<file path="src/rtl/br_pkg.sv">
package br_pkg;
  localparam int unsigned CW = 4;
  localparam int unsigned FLAG_N = 0;
  localparam int unsigned FLAG_Z = 1;
  localparam int unsigned FLAG_V = 2;
  localparam int unsigned FLAG_C = 3;

  typedef enum logic [CW-1:0] {
    C_EQ = 4'd0,  C_NE = 4'd1,  C_HS = 4'd2,  C_LO = 4'd3,
    C_MI = 4'd4,  C_PL = 4'd5,  C_VS = 4'd6,  C_VC = 4'd7,
    C_HI = 4'd8,  C_LS = 4'd9,  C_GE = 4'd10, C_LT = 4'd11,
    C_GT = 4'd12, C_LE = 4'd13, C_AL = 4'd14, C_NV = 4'd15
  } cond_e;

  typedef enum logic [1:0] {F_IDLE, F_ISSUE, F_WAIT} fetch_st_e;

  typedef struct packed {
    logic c;
    logic v;
    logic z;
    logic n;
  } flags_t;
endpackage

</file>
<file path="src/rtl/br_cond_eval.sv">
module br_cond_eval
  import br_pkg::*;
(
  input  logic [CW-1:0] cond_i,
  input  flags_t        flags_i,
  output logic          take_o,
  output logic          illegal_o
);
  logic c, v, z, n, lt_term, gt_term;
  assign c = flags_i.c;
  assign v = flags_i.v;
  assign z = flags_i.z;
  assign n = flags_i.n;
  // signed helper terms; zero handled separately per condition
  assign lt_term = (!v && n) || (v && !z && !n);
  assign gt_term = (v && n) || (!v && !z && !n);

  always_comb begin
    take_o    = 1'b0;
    illegal_o = 1'b0;
    case (cond_i)
      C_EQ: take_o = z;
      C_NE: take_o = !z;
      C_HS: take_o = c;
      C_LO: take_o = !c;
      C_MI: take_o = n;
      C_PL: take_o = !n;
      C_VS: take_o = v;
      C_VC: take_o = !v;
      C_HI: take_o = c && !z;
      C_LS: take_o = !c || z;
      C_GE: take_o = gt_term || z;
      C_LT: take_o = lt_term;
      C_GT: take_o = gt_term;
      C_LE: take_o = z || lt_term;
      C_AL: take_o = 1'b1;
      C_NV: take_o = 1'b0;
      default: illegal_o = 1'b1;
    endcase
  end
endmodule

</file>
<file path="src/rtl/br_operand_fetch.sv">
module br_operand_fetch
  import br_pkg::*;
#(
  parameter int unsigned W = 8
) (
  input  logic         clk,
  input  logic         rst,
  input  logic         start_i,
  input  logic [W-1:0] pc_i,
  input  logic         rd_valid_i,
  output logic         rd_req_o,
  output logic [W-1:0] rd_addr_o,
  output logic         accept_o,
  output logic         got_o,
  output logic         busy_o,
  output logic         waiting_o
);
  fetch_st_e    st_q;
  logic [W-1:0] addr_q;

  assign accept_o  = (st_q == F_IDLE) && start_i;
  assign got_o     = (st_q == F_WAIT) && rd_valid_i;
  assign busy_o    = (st_q != F_IDLE);
  assign waiting_o = (st_q == F_WAIT);
  assign rd_req_o  = (st_q == F_ISSUE);
  assign rd_addr_o = addr_q;

  always_ff @(posedge clk) begin
    if (rst) begin
      st_q   <= F_IDLE;
      addr_q <= '0;
    end else begin
      case (st_q)
        F_IDLE: if (start_i) begin
          addr_q <= pc_i + W'(1);
          st_q   <= F_ISSUE;
        end
        F_ISSUE: st_q <= F_WAIT;
        F_WAIT:  if (rd_valid_i) st_q <= F_IDLE;
        default: st_q <= F_IDLE;
      endcase
    end
  end
endmodule

</file>
<file path="src/rtl/br_pc_calc.sv">
module br_pc_calc #(
  parameter int unsigned W = 8
) (
  input  logic         take_i,
  input  logic [W-1:0] target_i,
  input  logic [W-1:0] opnd_addr_i,
  output logic [W-1:0] next_pc_o
);
  // taken: preload one below the destination for the common post-increment
  assign next_pc_o = take_i ? (target_i - W'(1)) : opnd_addr_i;
endmodule

</file>
<file path="src/rtl/br_resolve_unit.sv">
module br_resolve_unit
  import br_pkg::*;
#(
  parameter int unsigned W  = 8,
  parameter int unsigned SW = 8
) (
  input  logic          clk,
  input  logic          rst,
  input  logic          start_i,
  input  logic [CW-1:0] cond_i,
  input  logic [SW-1:0] status_i,
  input  logic [W-1:0]  pc_i,
  output logic          rd_req_o,
  output logic [W-1:0]  rd_addr_o,
  input  logic          rd_valid_i,
  input  logic [W-1:0]  rd_data_i,
  output logic          done_o,
  output logic          taken_o,
  output logic [W-1:0]  next_pc_o,
  output logic          illegal_o
);
  localparam int unsigned FLAG_TOP = FLAG_C;

  logic          accept, got, busy, waiting;
  logic          take, illegal;
  logic [CW-1:0] cond_q;
  flags_t        flags_q;
  logic [W-1:0]  calc_pc;
  logic          unused_status;

  assign unused_status = ^status_i[SW-1:FLAG_TOP+1];

  br_operand_fetch #(.W(W)) u_fetch (
    .clk       (clk),
    .rst       (rst),
    .start_i   (start_i),
    .pc_i      (pc_i),
    .rd_valid_i(rd_valid_i),
    .rd_req_o  (rd_req_o),
    .rd_addr_o (rd_addr_o),
    .accept_o  (accept),
    .got_o     (got),
    .busy_o    (busy),
    .waiting_o (waiting)
  );

  br_cond_eval u_eval (
    .cond_i   (cond_q),
    .flags_i  (flags_q),
    .take_o   (take),
    .illegal_o(illegal)
  );

  br_pc_calc #(.W(W)) u_pc (
    .take_i     (take),
    .target_i   (rd_data_i),
    .opnd_addr_i(rd_addr_o),
    .next_pc_o  (calc_pc)
  );

  always_ff @(posedge clk) begin
    if (rst) begin
      cond_q    <= '0;
      flags_q   <= '0;
      done_o    <= 1'b0;
      taken_o   <= 1'b0;
      next_pc_o <= '0;
      illegal_o <= 1'b0;
    end else begin
      done_o <= got;
      if (accept) begin
        cond_q  <= cond_i;
        flags_q <= '{c: status_i[FLAG_C], v: status_i[FLAG_V],
                     z: status_i[FLAG_Z], n: status_i[FLAG_N]};
      end
      if (got) begin
        taken_o   <= take;
        next_pc_o <= calc_pc;
        illegal_o <= illegal;
      end
    end
  end
endmodule

</file>
<file path="config.mk">
export PLATFORM = sky130hd
export DESIGN_NAME = br_resolve_unit
export DESIGN_NICKNAME = d
export VERILOG_FILES = /design/src/rtl/br_pkg.sv /design/src/rtl/br_cond_eval.sv /design/src/rtl/br_operand_fetch.sv /design/src/rtl/br_pc_calc.sv /design/src/rtl/br_resolve_unit.sv
export SDC_FILE = /design/constraint.sdc
export NUM_CORES = 1
export LEC_CHECK = 0
export BUFFER_PORTS_ARGS = -buffer_cell sky130_fd_sc_hd__buf_2
export CORE_UTILIZATION = 35
export DETAILED_ROUTE_END_ITERATION = 6
export GPL_ROUTABILITY_DRIVEN = 0
export GPL_TIMING_DRIVEN = 0
export PLACE_DENSITY = 0.65
export RECOVER_POWER = 50
export SLEW_MARGIN = 20
export SYNTH_ARGS = -nofsm -noshare
export SYNTH_HDL_FRONTEND = slang
export SYNTH_HIERARCHICAL = 1
export SYNTH_SLANG_ARGS = --single-unit
</file>
<file path="constraint.sdc">
create_clock -name clk -period 3.75 [get_ports clk]
set_input_delay 0.1875 -clock clk [delete_from_list [all_inputs] [get_ports clk]]
set_output_delay 0.1875 -clock clk [all_outputs]
set_load 0.005 [all_outputs]
</file>
==> metrics list <==
- The flow ran to the end, and the final reports show no timing, DRC or antenna violations.
* Final routed wirelength across all metal layers: 3.75 mm
- Maximum number of pins on one net before global-route repair: 11
- At the pin with the least slew margin, the transition time is 0.974 ns.
- Using the TritonRoute via totals, the vias-per-cell ratio works out to 4.98.
- Fill cell total of the finished layout: 469
* Maximum fanout along the worst path: 10
- Clock tree synthesis inserted a total of 5 buffers.
- Total GRT Usage: 0.161
* Clock latency reported for the late side of the worst-skew pair: 0.28 ns
* FMAX: 393 MHz
* WHS: 0.144 ns
- For this run, design rule violations remaining after detail routing come to 0.
- In this run, post-CTS repair resized a total of 0 instances.
- First-pass GRT wire length: 6.30 mm
- Starting density of the core: 0.372
- The Yosys step of the flow raised 6 warnings.
* I/O Buffers: 46
* Endpoint, Worst Hold: cond_q[0]$_SDFFE_PP0P_
- A synthesized cell averages 8.59 um^2.
- Floorplan row count: 24
* Setup-violating endpoint count in the final report: 0
* Number of design-rule violations left by the first detailed-router iteration: 91
- Width of the die: 71.0 um
- Of the cells placed in the final design, the portion with a size suffix greater than 1 is 0.262.
- Depth of the CTS H-tree: 2
- TritonCTS clock tree: yes
- Net count of the finished layout: 281
- The total count of max-transition violations in the final report is 0.
* Post-synthesis instance area: 1670 um^2
- Final critical-path required period: 2.55 ns
- The count of nets left with antenna violations once routing finished came out at 0.
- The number of global-route vias before repair came to 1,420.
- After legalization and detailed placement, the total HPWL measured 2.79 mm.
* Number of vias in the routed layout: 1,494
- Relative to the synthesized area, the layout overhead comes to 21.4%.
* Die height: 71.0 um
- Setup repair after global routing left no endpoint under its margin.
- The initial antenna violation count came to 0.
- Synthesis produced a netlist with a net count of 228.
* Worst hold stages: 3
- Worst path arrival time: 2.77 ns
- The critical path starts at cond_q[1]$_SDFFE_PP0P_.
- The path class of the tightest hold or removal check is input pin to flip-flop.
- In the finished design, the share of the clock period the worst path needs comes to 0.679.
- Data on the critical path is required at its endpoint by 3.97 ns.
* Pwr/cell area: 376 nW/um^2
- CTS placed an instance of clkbuf_8 at the clock tree root.
- STA classifies the critical path endpoint as a flip-flop.
- After floorplanning, the core was sized to cover 4470 um^2.
- Pin placement for this block handled 52 I/O pins.
* Total iterations of the first detailed-routing run: 6
- Across all register-to-register paths, the minimum setup slack is 1.20 ns.
* Setup TNS: 0 ns
* CTS clock-pin slew for the worst setup and hold paths: 0.06 ns
- The worst setup path is of the flip-flop to flip-flop kind.
* Depth of the most critical reg-to-reg path: 11
- Cell area after placement: 1960 um^2
- In this run the critical register-to-register path is launched from cond_q[1]$_SDFFE_PP0P_.
- Min-Delay Startpoint: cond_i[0]
* Max-cap check violation count: 0
* Buffers inserted during post-CTS setup optimization: 0
- Leakage Power: 0.872 nW
- Instance count of the mapped netlist: 194
- Hold bufs inserted after CTS: 0
* Finished layout cell area: 2020 um^2
* Kind of launch point of the worst setup path: flip-flop
- Remaining max-slew budget at the tightest pin: 0.349
- Routed length per placed instance: 12.5 um
- CTS Buffer Depth: 2
- Counting every sink on the clock net gives 29.
- GRT overflow: 0
* Area of the die: 5040 um^2
* VDD IR max: 0.000223 V
* Reg-to-reg endpoint: next_pc_o[2]$_SDFFE_PP0P_
* Hold Vio Cnt, Final: 0
- Ant diodes: 0
- On the final layout, the worst clock skew is 0.00705 ns.
[area by class of cell]
| type | instances | area [um^2] | share of cell area |
|---|---|---|---|
| multi-input cells | 144 | 967 | 0.478 |
| flip-flops and latches | 29 | 581 | 0.287 |
| repair buffers | 46 | 228 | 0.113 |
| clock buffers | 6 | 72.6 | 0.0359 |
| plain buffers | 13 | 70.1 | 0.0346 |
| well taps | 52 | 65.1 | 0.0322 |
| inverters | 8 | 30.0 | 0.0148 |
| clock inverters | 2 | 10.0 | 0.00495 |
[cells in the final DEF, fill, tap and decap left out, drive strengths merged, types with 4 or more instances in the layout]
| cell | n |
|---|---|
| nor2 | 38 |
| nor3 | 4 |
| a31oi | 5 |
| nor2b | 5 |
| clkbuf | 15 |
| nand2 | 5 |
| xnor2 | 4 |
| a211oi | 5 |
| buf | 50 |
| a21oi | 7 |
| o21ai | 5 |
| dfxtp | 29 |
| or3 | 4 |
| nand3 | 4 |
| inv | 8 |
| nand2b | 4 |
| mux2i | 20 |
[report_power, final]
part           switching [mW]  internal, mW  total (mW)  leakage, nW
clock network           0.117         0.128       0.245       0.0450
registers              0.0164         0.326       0.342        0.237
logic                  0.0919        0.0809       0.173        0.590
[worst max-delay path, stage by stage, from the launching register on]
cell      delay, ns
dfxtp_1        0.32
buf_2          0.21
and3b_1        0.20
a2111o_1       0.40
a21o_1         0.19
a32oi_1        0.15
o31a_1         0.28
clkbuf_1       0.33
nor2_1         0.09
a31oi_1        0.15
mux2i_1        0.09
nor2_1         0.09
[per-layer routing]
metal	vias to the layer above	track usage	wire length, um
met5	-	0	0
met4	0	0.0622	48
met3	5	0.0556	187
met2	45	0.264	1750
met1	657	0.196	1760
li1	787	-	-
[state kept, by name, summed over array words and instances (netlist names)]
signal,cells
u_fetch/rd_addr_o,8
u_fetch/st_q,2
cond_q,4
next_pc_o,8
done_o,1
illegal_o,1
taken_o,1
flags_q,4
[metrics by stage]
stage | instances | utilization | worst slack (ns) | total power, mW
after floorplan | 194 | - | 1.48 | 0.469
after detailed placement | 292 | 0.438 | 1.24 | 0.526
after CTS | 300 | 0.457 | 1.21 | 0.775
final | 300 | 0.452 | 1.20 | 0.760
after global placement | 292 | 0.438 | 1.28 | 0.522
after global routing | 300 | 0.452 | 0.895 | 0.813
[worst max path at each step]
stage	end	slack (ns)	cells after the start
after CTS	next_pc_o[4]$_SDFFE_PP0P_	1.21	11
after detailed placement	next_pc_o[7]$_SDFFE_PP0P_	1.24	9
after global placement	next_pc_o[4]$_SDFFE_PP0P_	1.28	11
after floorplan	next_pc_o[2]$_SDFFE_PP0P_	1.48	11
after global routing	next_pc_o[3]$_SDFFE_PP0P_	0.90	11
final	next_pc_o[2]$_SDFFE_PP0P_	1.20	11
Note: power is estimated with default switching activity, not from simulation.
